$ cat src/rtl/cfg_ld_pkg.sv
package cfg_ld_pkg;

  typedef enum logic [3:0] {
    ST_IDLE,
    ST_PROG,
    ST_REL,
    ST_WREN,
    ST_SETTLE,
    ST_DATA,
    ST_HI,
    ST_BWAIT,
    ST_FIN,
    ST_CHK
  } ld_st_e;

  localparam logic [2:0] ERR_NONE     = 3'd0;
  localparam logic [2:0] ERR_INIT_SET = 3'd1;
  localparam logic [2:0] ERR_INIT_REL = 3'd2;
  localparam logic [2:0] ERR_MIDLOAD  = 3'd3;
  localparam logic [2:0] ERR_BUSY     = 3'd4;
  localparam logic [2:0] ERR_DONE     = 3'd5;

  function automatic int unsigned max_u(input int unsigned a, input int unsigned b);
    return (a > b) ? a : b;
  endfunction

endpackage

$ cat src/rtl/cfg_ld_timer.sv
module cfg_ld_timer #(
  parameter int unsigned W = 8
) (
  input  logic         clk_i,
  input  logic         rst_ni,
  input  logic         clr_i,
  output logic [W-1:0] q_o
);

  logic [W-1:0] q_q;

  always_ff @(posedge clk_i or negedge rst_ni) begin
    if (!rst_ni)          q_q <= '0;
    else if (clr_i)       q_q <= '0;
    else if (q_q != '1)   q_q <= q_q + 1'b1;
  end

  assign q_o = q_q;

endmodule

$ cat src/rtl/cfg_ld_bytecnt.sv
module cfg_ld_bytecnt #(
  parameter int unsigned W = 16
) (
  input  logic         clk_i,
  input  logic         rst_ni,
  input  logic         clr_i,
  input  logic         inc_i,
  input  logic [W-1:0] limit_i,
  output logic [W-1:0] q_o,
  output logic         last_o
);

  logic [W-1:0] cnt_q, lim_q;

  always_ff @(posedge clk_i or negedge rst_ni) begin
    if (!rst_ni) begin
      cnt_q <= '0;
      lim_q <= '0;
    end else if (clr_i) begin
      cnt_q <= '0;
      lim_q <= limit_i;
    end else if (inc_i) begin
      cnt_q <= cnt_q + 1'b1;
    end
  end

  assign q_o    = cnt_q;
  assign last_o = (cnt_q == lim_q);


  lim_chk: assert property (@(posedge clk_i) disable iff (!rst_ni)
    inc_i |-> !last_o);

endmodule

$ cat src/rtl/cfg_loader.sv
module cfg_loader
  import cfg_ld_pkg::*;
#(
  parameter int unsigned PROG_CYC   = 75,
  parameter int unsigned INIT_TO    = 125_000_000,
  parameter int unsigned SETTLE_CYC = 2_500_000,
  parameter int unsigned BUSY_TO    = 1_250_000,
  parameter int unsigned DONE_TO    = 50_000_000,
  parameter int unsigned CNT_W      = 24,
  parameter bit          BUSY_CHK   = 1'b0
) (
  input  logic             clk_i,
  input  logic             rst_ni,
  input  logic             start_i,
  input  logic [CNT_W-1:0] total_i,
  input  logic             valid_i,
  input  logic [7:0]       byte_i,
  output logic             ready_o,
  output logic             run_o,
  output logic             ok_o,
  output logic [2:0]       err_o,
  output logic [CNT_W-1:0] sent_o,
  output logic             prog_no,
  input  logic             init_ni,
  input  logic             busy_i,
  input  logic             done_i,
  output logic             cs_no,
  output logic             wr_no,
  output logic             cclk_o,
  output logic [7:0]       data_o
);

  localparam int unsigned T_MAX = max_u(max_u(max_u(INIT_TO, SETTLE_CYC),
                                              max_u(BUSY_TO, DONE_TO)), PROG_CYC);
  localparam int unsigned TW = $clog2(T_MAX + 1);
  localparam logic [TW-1:0] LIM_PROG   = TW'(PROG_CYC - 1);
  localparam logic [TW-1:0] LIM_INIT   = TW'(INIT_TO - 1);
  localparam logic [TW-1:0] LIM_SETTLE = TW'(SETTLE_CYC - 1);
  localparam logic [TW-1:0] LIM_BUSY   = TW'(BUSY_TO - 1);
  localparam logic [TW-1:0] LIM_DONE   = TW'(DONE_TO - 1);

  ld_st_e      st_q, st_d;
  logic [TW-1:0] t_q;
  logic        abort, pass, start_ok, accept, last;
  logic [2:0]  err_code;
  logic        prog_q, wr_q, cs_q, cclk_q, ok_q;
  logic [2:0]  err_q;
  logic [7:0]  data_q;

  assign start_ok = (st_q == ST_IDLE) && start_i;
  assign ready_o  = (st_q == ST_DATA) && !done_i && init_ni && !last;
  assign accept   = ready_o && valid_i;

  cfg_ld_timer #(.W(TW)) u_tmr (
    .clk_i (clk_i),
    .rst_ni(rst_ni),
    .clr_i (st_d != st_q),
    .q_o   (t_q)
  );

  cfg_ld_bytecnt #(.W(CNT_W)) u_cnt (
    .clk_i  (clk_i),
    .rst_ni (rst_ni),
    .clr_i  (start_ok),
    .inc_i  (st_q == ST_HI),
    .limit_i(total_i),
    .q_o    (sent_o),
    .last_o (last)
  );

  always_comb begin
    st_d     = st_q;
    abort    = 1'b0;
    pass     = 1'b0;
    err_code = ERR_NONE;
    unique case (st_q)
      ST_IDLE:   if (start_i) st_d = ST_PROG;
      ST_PROG: begin
        if (!init_ni && t_q >= LIM_PROG) st_d = ST_REL;
        else if (t_q >= LIM_INIT) begin abort = 1'b1; err_code = ERR_INIT_SET; end
      end
      ST_REL: begin
        if (init_ni) st_d = ST_WREN;
        else if (t_q >= LIM_INIT) begin abort = 1'b1; err_code = ERR_INIT_REL; end
      end
      ST_WREN:   st_d = ST_SETTLE;
      ST_SETTLE: if (t_q >= LIM_SETTLE) st_d = ST_DATA;
      ST_DATA: begin
        // done wins over init, init over end of count
        if (done_i)        st_d = ST_FIN;
        else if (!init_ni) begin abort = 1'b1; err_code = ERR_MIDLOAD; end
        else if (last)     st_d = ST_FIN;
        else if (valid_i)  st_d = ST_HI;
      end
      ST_HI:     st_d = BUSY_CHK ? ST_BWAIT : ST_DATA;
      ST_BWAIT: begin
        if (!busy_i) st_d = ST_DATA;
        else if (t_q >= LIM_BUSY) begin abort = 1'b1; err_code = ERR_BUSY; end
      end
      ST_FIN:    st_d = ST_CHK;
      ST_CHK: begin
        if (done_i && init_ni) begin st_d = ST_IDLE; pass = 1'b1; end
        else if (t_q >= LIM_DONE) begin abort = 1'b1; err_code = ERR_DONE; end
      end
      default:   st_d = ST_IDLE;
    endcase
    if (abort) st_d = ST_IDLE;
  end

  // pins registered from next state so they leave flops cleanly
  always_ff @(posedge clk_i or negedge rst_ni) begin
    if (!rst_ni) begin
      st_q   <= ST_IDLE;
      prog_q <= 1'b1;
      wr_q   <= 1'b1;
      cs_q   <= 1'b1;
      cclk_q <= 1'b0;
      data_q <= '0;
      ok_q   <= 1'b0;
      err_q  <= ERR_NONE;
    end else begin
      st_q   <= st_d;
      prog_q <= (st_d != ST_PROG);
      wr_q   <= !(st_d inside {ST_WREN, ST_SETTLE, ST_DATA, ST_HI, ST_BWAIT, ST_FIN});
      cs_q   <= !(st_d inside {ST_SETTLE, ST_DATA, ST_HI, ST_BWAIT});
      cclk_q <= !(st_d inside {ST_IDLE, ST_PROG, ST_HI});
      if (accept) data_q <= byte_i;
      if (start_ok) begin
        ok_q  <= 1'b0;
        err_q <= ERR_NONE;
      end
      if (pass)  ok_q  <= 1'b1;
      if (abort) err_q <= err_code;
    end
  end

  assign run_o   = (st_q != ST_IDLE);
  assign ok_o    = ok_q;
  assign err_o   = err_q;
  assign prog_no = prog_q;
  assign wr_no   = wr_q;
  assign cs_no   = cs_q;
  assign cclk_o  = cclk_q;
  assign data_o  = data_q;


  prog_init_chk: assert property (@(posedge clk_i) disable iff (!rst_ni)
    ($rose(prog_no) && err_o == ERR_NONE) |-> $past(!init_ni));


  wr_cs_chk: assert property (@(posedge clk_i) disable iff (!rst_ni)
    !cs_no |-> !wr_no);


  accept_chk: assert property (@(posedge clk_i) disable iff (!rst_ni)
    (ready_o && valid_i) |=> (!cclk_o && data_o == $past(byte_i)));


  cclk_rise_chk: assert property (@(posedge clk_i) disable iff (!rst_ni)
    ($fell(cclk_o) && run_o) |=> cclk_o);


  ready_chk: assert property (@(posedge clk_i) disable iff (!rst_ni)
    ready_o |-> (!cs_no && !wr_no && prog_no && cclk_o));


  release_chk: assert property (@(posedge clk_i) disable iff (!rst_ni)
    $rose(wr_no) |-> cs_no);


  ok_err_chk: assert property (@(posedge clk_i) disable iff (!rst_ni)
    !(ok_o && err_o != ERR_NONE));


  idle_pins_chk: assert property (@(posedge clk_i) disable iff (!rst_ni)
    !run_o |-> (cs_no && wr_no && prog_no));

endmodule

$ cat config.mk
export PLATFORM = sky130hd
export DESIGN_NAME = cfg_loader
export DESIGN_NICKNAME = d
export VERILOG_FILES = /design/src/rtl/cfg_ld_pkg.sv /design/src/rtl/cfg_ld_timer.sv /design/src/rtl/cfg_ld_bytecnt.sv /design/src/rtl/cfg_loader.sv
export SDC_FILE = /design/constraint.sdc
export NUM_CORES = 1
export LEC_CHECK = 0
export BUFFER_PORTS_ARGS = -buffer_cell sky130_fd_sc_hd__clkbuf_2
export CAP_MARGIN = 25
export CORE_ASPECT_RATIO = 0.9
export CORE_MARGIN = 1
export CORE_UTILIZATION = 52
export DETAILED_ROUTE_END_ITERATION = 6
export PLACE_DENSITY = 0.77
export SLEW_MARGIN = 30
export SYNTH_ARGS = -nofsm -noshare
export SYNTH_HDL_FRONTEND = slang
export SYNTH_HIERARCHICAL = 1
export SYNTH_SLANG_ARGS = --single-unit
export TNS_END_PERCENT = 1
$ cat constraint.sdc
create_clock -name clk_i -period 3.1 [get_ports clk_i]
set_input_delay 0 -clock clk_i [delete_from_list [all_inputs] [get_ports clk_i]]
set_output_delay 0 -clock clk_i [all_outputs]
set_load 0.01 [all_outputs]
# After elaboration in Yosys (flattened, before gate mapping)
# Index checks and enable logic that the tools add are counted.
op_classes:
  mux: 43
  n_reduce_logical: 23
  addsub: 2
  eq_ne: 20
  n_lt_le_gt_ge: 5
op_table:
  columns: ["operator", "count"]
  rows:
  - ["$mux W27", 2]
  - ["$mux W24", 2]
  - ["$mux W4", 11]
  - ["$pmux W4 S10", 1]
  - ["$eq A4 B3 Y1 const B", 8]
  - ["$add A27 B1 Y27 const B", 1]
  - ["$ge A27 B21 Y1 const B", 1]
  - ["$ge A27 B22 Y1 const B", 1]
  - ["$ge A27 B26 Y1 const B", 1]
  - ["$ge A27 B27 Y1 const B", 1]
  - ["$ge A27 B7 Y1 const B", 1]
  - ["$ne A27 B27 Y1 const B", 1]
  - ["$add A24 B1 Y24 const B", 1]
  - ["$eq A24 B24 Y1", 1]
  - ["$mux W3", 6]
  - ["$mux W1", 15]
  - ["$pmux W3 S5", 1]
  - ["$eq A4 B2 Y1 const B", 3]
  - ["$eq A4 B4 Y1 const B", 3]
  - ["$eq A4 B1 Y1 const B", 2]
  - ["$logic_not A4 Y1", 2]
  - ["$mux W2", 4]
  - ["$reduce_bool A2 Y1", 4]
  - ["$reduce_bool A4 Y1", 2]
  - ["7 further kinds", 18]
word_totals:
  ff_bits: 95
  input_bits: 39

# Logic depth before layout (Yosys ltp)
logic_depth:
  word_depth: 9
  depth_mapped: 16
  ltp_nobuf: 14

# Cells and area by module
# Netlist, hierarchy kept.
modules_own_cells:
  columns: ["module", "cells_per_inst", "n_inst", "area_per_inst_um2", "seq_area_each_um2"]
  rows:
  - ["cfg_ld_bytecnt", 210, 1, 2354.8, 1201.2]
  - ["cfg_ld_timer", 180, 1, 1659.1, 675.6]
  - ["cfg_loader", 174, 1, 1480.2, 504.2]

# Worst setup path after synthesis
# OpenSTA, ideal clock, no wires.
synth_path:
  kind: "reg-to-reg"
  startpoint: "register u_cnt.cnt_q[3], in the netlist u_cnt/q_o[3]"
  endpoint: "register u_tmr.q_q[11], in the netlist u_tmr/q_o[11]"
  t_required_ps: 2963
  setup_slack_ps: -269
  stages_incl_launch_ff: 17
  n_path_buf: 4
  t_arrival_ps: 3232
  cell_sequence: "dfrtp_1 buf_2 xor2_1 nor4_1 nand4_1 nor3_1 a21oi_1 nand3_1 o21ai_0 a211o_1 and4_1 a22o_2 o211ai_2 clkbuf_1 clkbuf_1 clkbuf_1 a31oi_1"
synth_via:
  elab_chain_len: 8
  word_cells_on_any_way: 9
  cone_classes: "2 x eq/ne; 6 x mux; 1 x reduce/logical"
synth_lines:
  columns: ["element", "line_no", "source"]
  rows:
  - ["from (decl)", "cfg_ld_bytecnt.sv:13", "logic [W-1:0] cnt_q, lim_q;"]
  - ["from (signal assigned)", "cfg_ld_bytecnt.sv:23", "cnt_q <= cnt_q + 1'b1;"]
  - ["$eq A24 B24 Y1 *", "cfg_ld_bytecnt.sv:28", "assign last_o = (cnt_q == lim_q);"]
  - ["via last", "cfg_loader.sv:44", "logic abort, pass, start_ok, accept, last;"]
  - ["$mux W4 *", "cfg_loader.sv:92", "else if (last) st_d = ST_FIN;"]
  - ["$mux W4 *", "cfg_loader.sv:91", "else if (!init_ni) begin abort = 1'b1; err_code = ERR_MIDLOAD; end"]
  - ["$mux W4 *", "cfg_loader.sv:90", "if (done_i) st_d = ST_FIN;"]
  - ["$pmux W4 S10 *", "cfg_loader.sv:76", "unique case (st_q)"]
  - ["$mux W4 *", "cfg_loader.sv:107", "if (abort) st_d = ST_IDLE;"]
  - ["$ne A4 B4 Y1 *", "cfg_loader.sv:57", ".clr_i (st_d != st_q),"]
  - ["$mux W27 or $reduce_bool A2 Y1 (tied branches)", null, null]
  - ["to (signal assigned)", "cfg_ld_timer.sv:15", "else if (q_q != '1) q_q <= q_q + 1'b1;"]
  - ["to (decl)", "cfg_ld_timer.sv:10", "logic [W-1:0] q_q;"]
# The timed path passes the listed nets; every way through them passes the cells marked *.
# A chain may end at the register's enable or synchronous reset.

# Final worst setup path
layout_path:
  startpoint: "register u_cnt.cnt_q[1], in the netlist u_cnt/q_o[1]"
  endpoint: "register u_tmr.q_q[19], in the netlist u_tmr/q_o[19]"
# Same word-level chain as after synthesis.

==> impl_metrics.csv <==
group,metric,value,unit
power_and_ir_drop,power,0.00611,W
clock_tree,cts_tree,"built",
synthesis,synth_cell_types,64,
timing,fin_ws,-0.107,ns
critical_path,crit_type,"reg -> reg",
detailed_routing,num_vias,5291,
synthesis,syn_nets,606,
detailed_routing,wire_per_inst,17.7,µm
grt,grt_start_max_net_pins,61,
run,drv.max_cap_violation_count,0,
power_and_ir_drop,ir_worst_vdd,0.935,mV
die,die_area,11000,µm²
placement,io_buffers,80,
synthesis,netlist_area,5490,µm²
critical_path,cp-end-kind,"flip-flop",
placement,place_ws,-0.189,ns
outcome,status,"finished, violations left",
clock_tree,post_cts_buffers,0,
timing,relSlewSlack,0.496,
die,ios,81,
detailed_routing,wl,15200,µm
die,start_util,0.536,
detailed_routing,drt_pass1_iterations,5,
synthesis,async_reset_ff_frac,1.00,
clock_tree,htree_levels,3,
detailed_routing,antenna_left,0,
timing,fin_crit,3.21,ns
die,rows,35,
synthesis,ys_seq_area_frac,0.433,
synthesis,synthFlopType,"dfrtp_1",
critical_path,arrival,3.49,ns
die,die-width,110,µm
clock_tree,cts_sinks,95,
timing,fmax,0.312,GHz
grt,grt_usage,0.292,
finish,layout_commonest_cell,"dfrtp_1",
power_and_ir_drop,cellLeakagePower,3.29,nW
timing,finClkSkew,0.00449,ns
die,fp.dieH,99.5,µm
detailed_routing,drcViolationCount,0,
synthesis,yosysWarnings,6,
grt,grt_pass1_wl,24900,µm
synthesis,synth-edff-count,0,
clock_tree,root_buffer,"clkbuf_16",
finish,diodes,0,
detailed_routing,drt_iter0_drc,542,
grt,antenna_found_initial,0,
finish,area_growth,29.9,%
synthesis,syn_area_per_cell,9.74,µm²
critical_path,startpoint_type,"flip-flop",
critical_path,required,3.38,ns
timing,timing.final.crit_share,1.03,
timing,setup_viol,10,
synthesis,ys_ff_latch,95,
power_and_ir_drop,powerDensity,856,nW/µm²
synthesis,synthCells,564,
die,core,10200,µm²
worst_hold_path,min_path_type,"in -> reg",
timing,rsz0062_at_grt,"true",
placement,dpl.hpwl,10400,µm
detailed_routing,viasPerCell,6.17,
grt,grt_remaining_overflow,0,
clock_tree,clk_latency,0.34,ns
outcome,violations,"negative setup slack",
finish,final_layout_size_suffix_gt1_frac,0.306,
grt,grt_pass1_vias,5118,
critical_path,crit_fanout,19,
clock_tree,cts_buffers,9,
clock_tree,clock_path_buffers,2,
finish,seqCellArea,2380,µm²
finish,final_core_util,0.696,
placement,gp_congestion,0.906,
timing,final-max-slew-violation-count,0,
timing,hold_viol_final,0,
clock_tree,cts.clk_slew.worst_paths,0.06,ns
finish,finalNetCount,766,
finish,fillCellCount,786,
finish,layout_common_cells,"92 x dfrtp_1, 79 x clkbuf_2, 55 x buf_4",
finish,multi_input_area,3010,µm²
timing,tightest_slew,0.756,ns
-- final timing paths --
kind / end / from / slack, ns / cells past startpoint
max in group asynchronous: wr_no$_DFF_PN1_ / rst_ni / 2.01 / 3
setup reg to reg: u_tmr/q_o[19]$_DFFE_PN0P_ / u_cnt/q_o[1]$_DFFE_PN0P_ / -0.11 / 14
hold reg to reg: ok_o$_DFFE_PN0P_ / ok_o$_DFFE_PN0P_ / 0.50 / 1
min in group asynchronous: u_cnt/lim_q[6]$_DFFE_PN0P_ / rst_ni / 0.26 / 2
hold / removal: ok_o$_DFFE_PN0P_ / start_i / 0.04 / 3
setup / recovery: u_tmr/q_o[19]$_DFFE_PN0P_ / u_cnt/q_o[1]$_DFFE_PN0P_ / -0.11 / 14
-- kinds of logic after synthesis --
family | after synthesis | synth area share
fa+ha+maj | 3 | 0.00683
simple gates | 239 | 0.257
flops | 95 | 0.433
compound gates | 111 | 0.126
mux | 43 | 0.0877
xor+xnor | 39 | 0.0622
buf+inv | 34 | 0.0264
-- layout make-up --
class,instances,area share
Tap cell,129,0.0226
Sequential cell,95,0.334
Inverter,11,0.00579
Multi-Input combinational cell,435,0.422
Clock buffer,13,0.0379
Timing Repair Buffer,172,0.171
Clock inverter,3,0.00666
-- power by group --
group	switching, W	internal (W)	total, W	leakage (nW)
sequential	0.000345	0.00164	0.00198	1.24
clock	0.000470	0.000698	0.00117	0.157
combinational	0.00149	0.00147	0.00296	1.89
total	0.00230	0.00381	0.00611	3.29
-- Yosys cell counts (8+ instances only) --
cell | count | area share
dfrtp_1 | 92 | 0.42
nor2_1 | 37 | 0.025
nor4_1 | 15 | 0.017
or3_1 | 13 | 0.015
xnor2_1 | 17 | 0.027
o21ai_0 | 32 | 0.029
a21oi_1 | 36 | 0.033
xor2_1 | 22 | 0.035
inv_1 | 11 | 0.0075
nor2b_1 | 14 | 0.016
nand4_1 | 28 | 0.032
nand2_1 | 32 | 0.022
buf_2 | 8 | 0.0073
clkbuf_1 | 9 | 0.0061
mux2_2 | 41 | 0.084
nor3_1 | 18 | 0.016
and4_1 | 12 | 0.019
nand3_1 | 29 | 0.026
a31oi_1 | 9 | 0.010
-- critical path, cell delays in order (launching register included) --
cell      delay (ns)
dfrtp_1         0.39
xor2_1          0.19
nor4_2          0.30
nand4_1         0.20
nor3_4          0.26
a21oi_2         0.11
nand3_1         0.08
o21ai_1         0.07
a211o_1         0.27
a31oi_2         0.21
a22o_2          0.18
o211ai_2        0.11
buf_12          0.17
or4_1           0.51
nand3_1         0.10
-- sequential cells by signal, indices dropped and copies added (netlist names) --
| name | count |
|---|---|
| err_o | 3 |
| cs_no | 1 |
| u_cnt/q_o | 24 |
| u_tmr/q_o | 27 |
| u_cnt/lim_q | 24 |
| cclk_o | 1 |
| ok_o | 1 |
| prog_no | 1 |
| st_q | 4 |
| wr_no | 1 |
| data_o | 8 |
-- layer usage --
metal | wire [µm] | part of all wire | track usage
met5 | 0 | 0 | 0
met4 | 358 | 0.024 | 0.0962
met3 | 1090 | 0.072 | 0.0760
met2 | 7440 | 0.49 | 0.477
met1 | 6330 | 0.42 | 0.375
-- what timing repair did --
action	4_1_cts	5_1_grt
endpoints found under the setup margin	17	25
pin swaps	1	1
hold buffers	34	0
hold endpoints to repair	89	0
gates resized for setup	3	6
-- per-stage QoR --
step	TNS, ns	cells	hold WS, ns	area (µm²)
after CTS	-1.01	858	0.0308	7110
final	-0.615	858	0.0396	7140
after global placement	-0.375	808	0.118	6440
after floorplan	0	564	-0.296	5510
after detailed placement	-1.26	808	0.125	6440
after global routing	-3.29	858	0.0688	7140
Power figures use the tool's default switching activity.
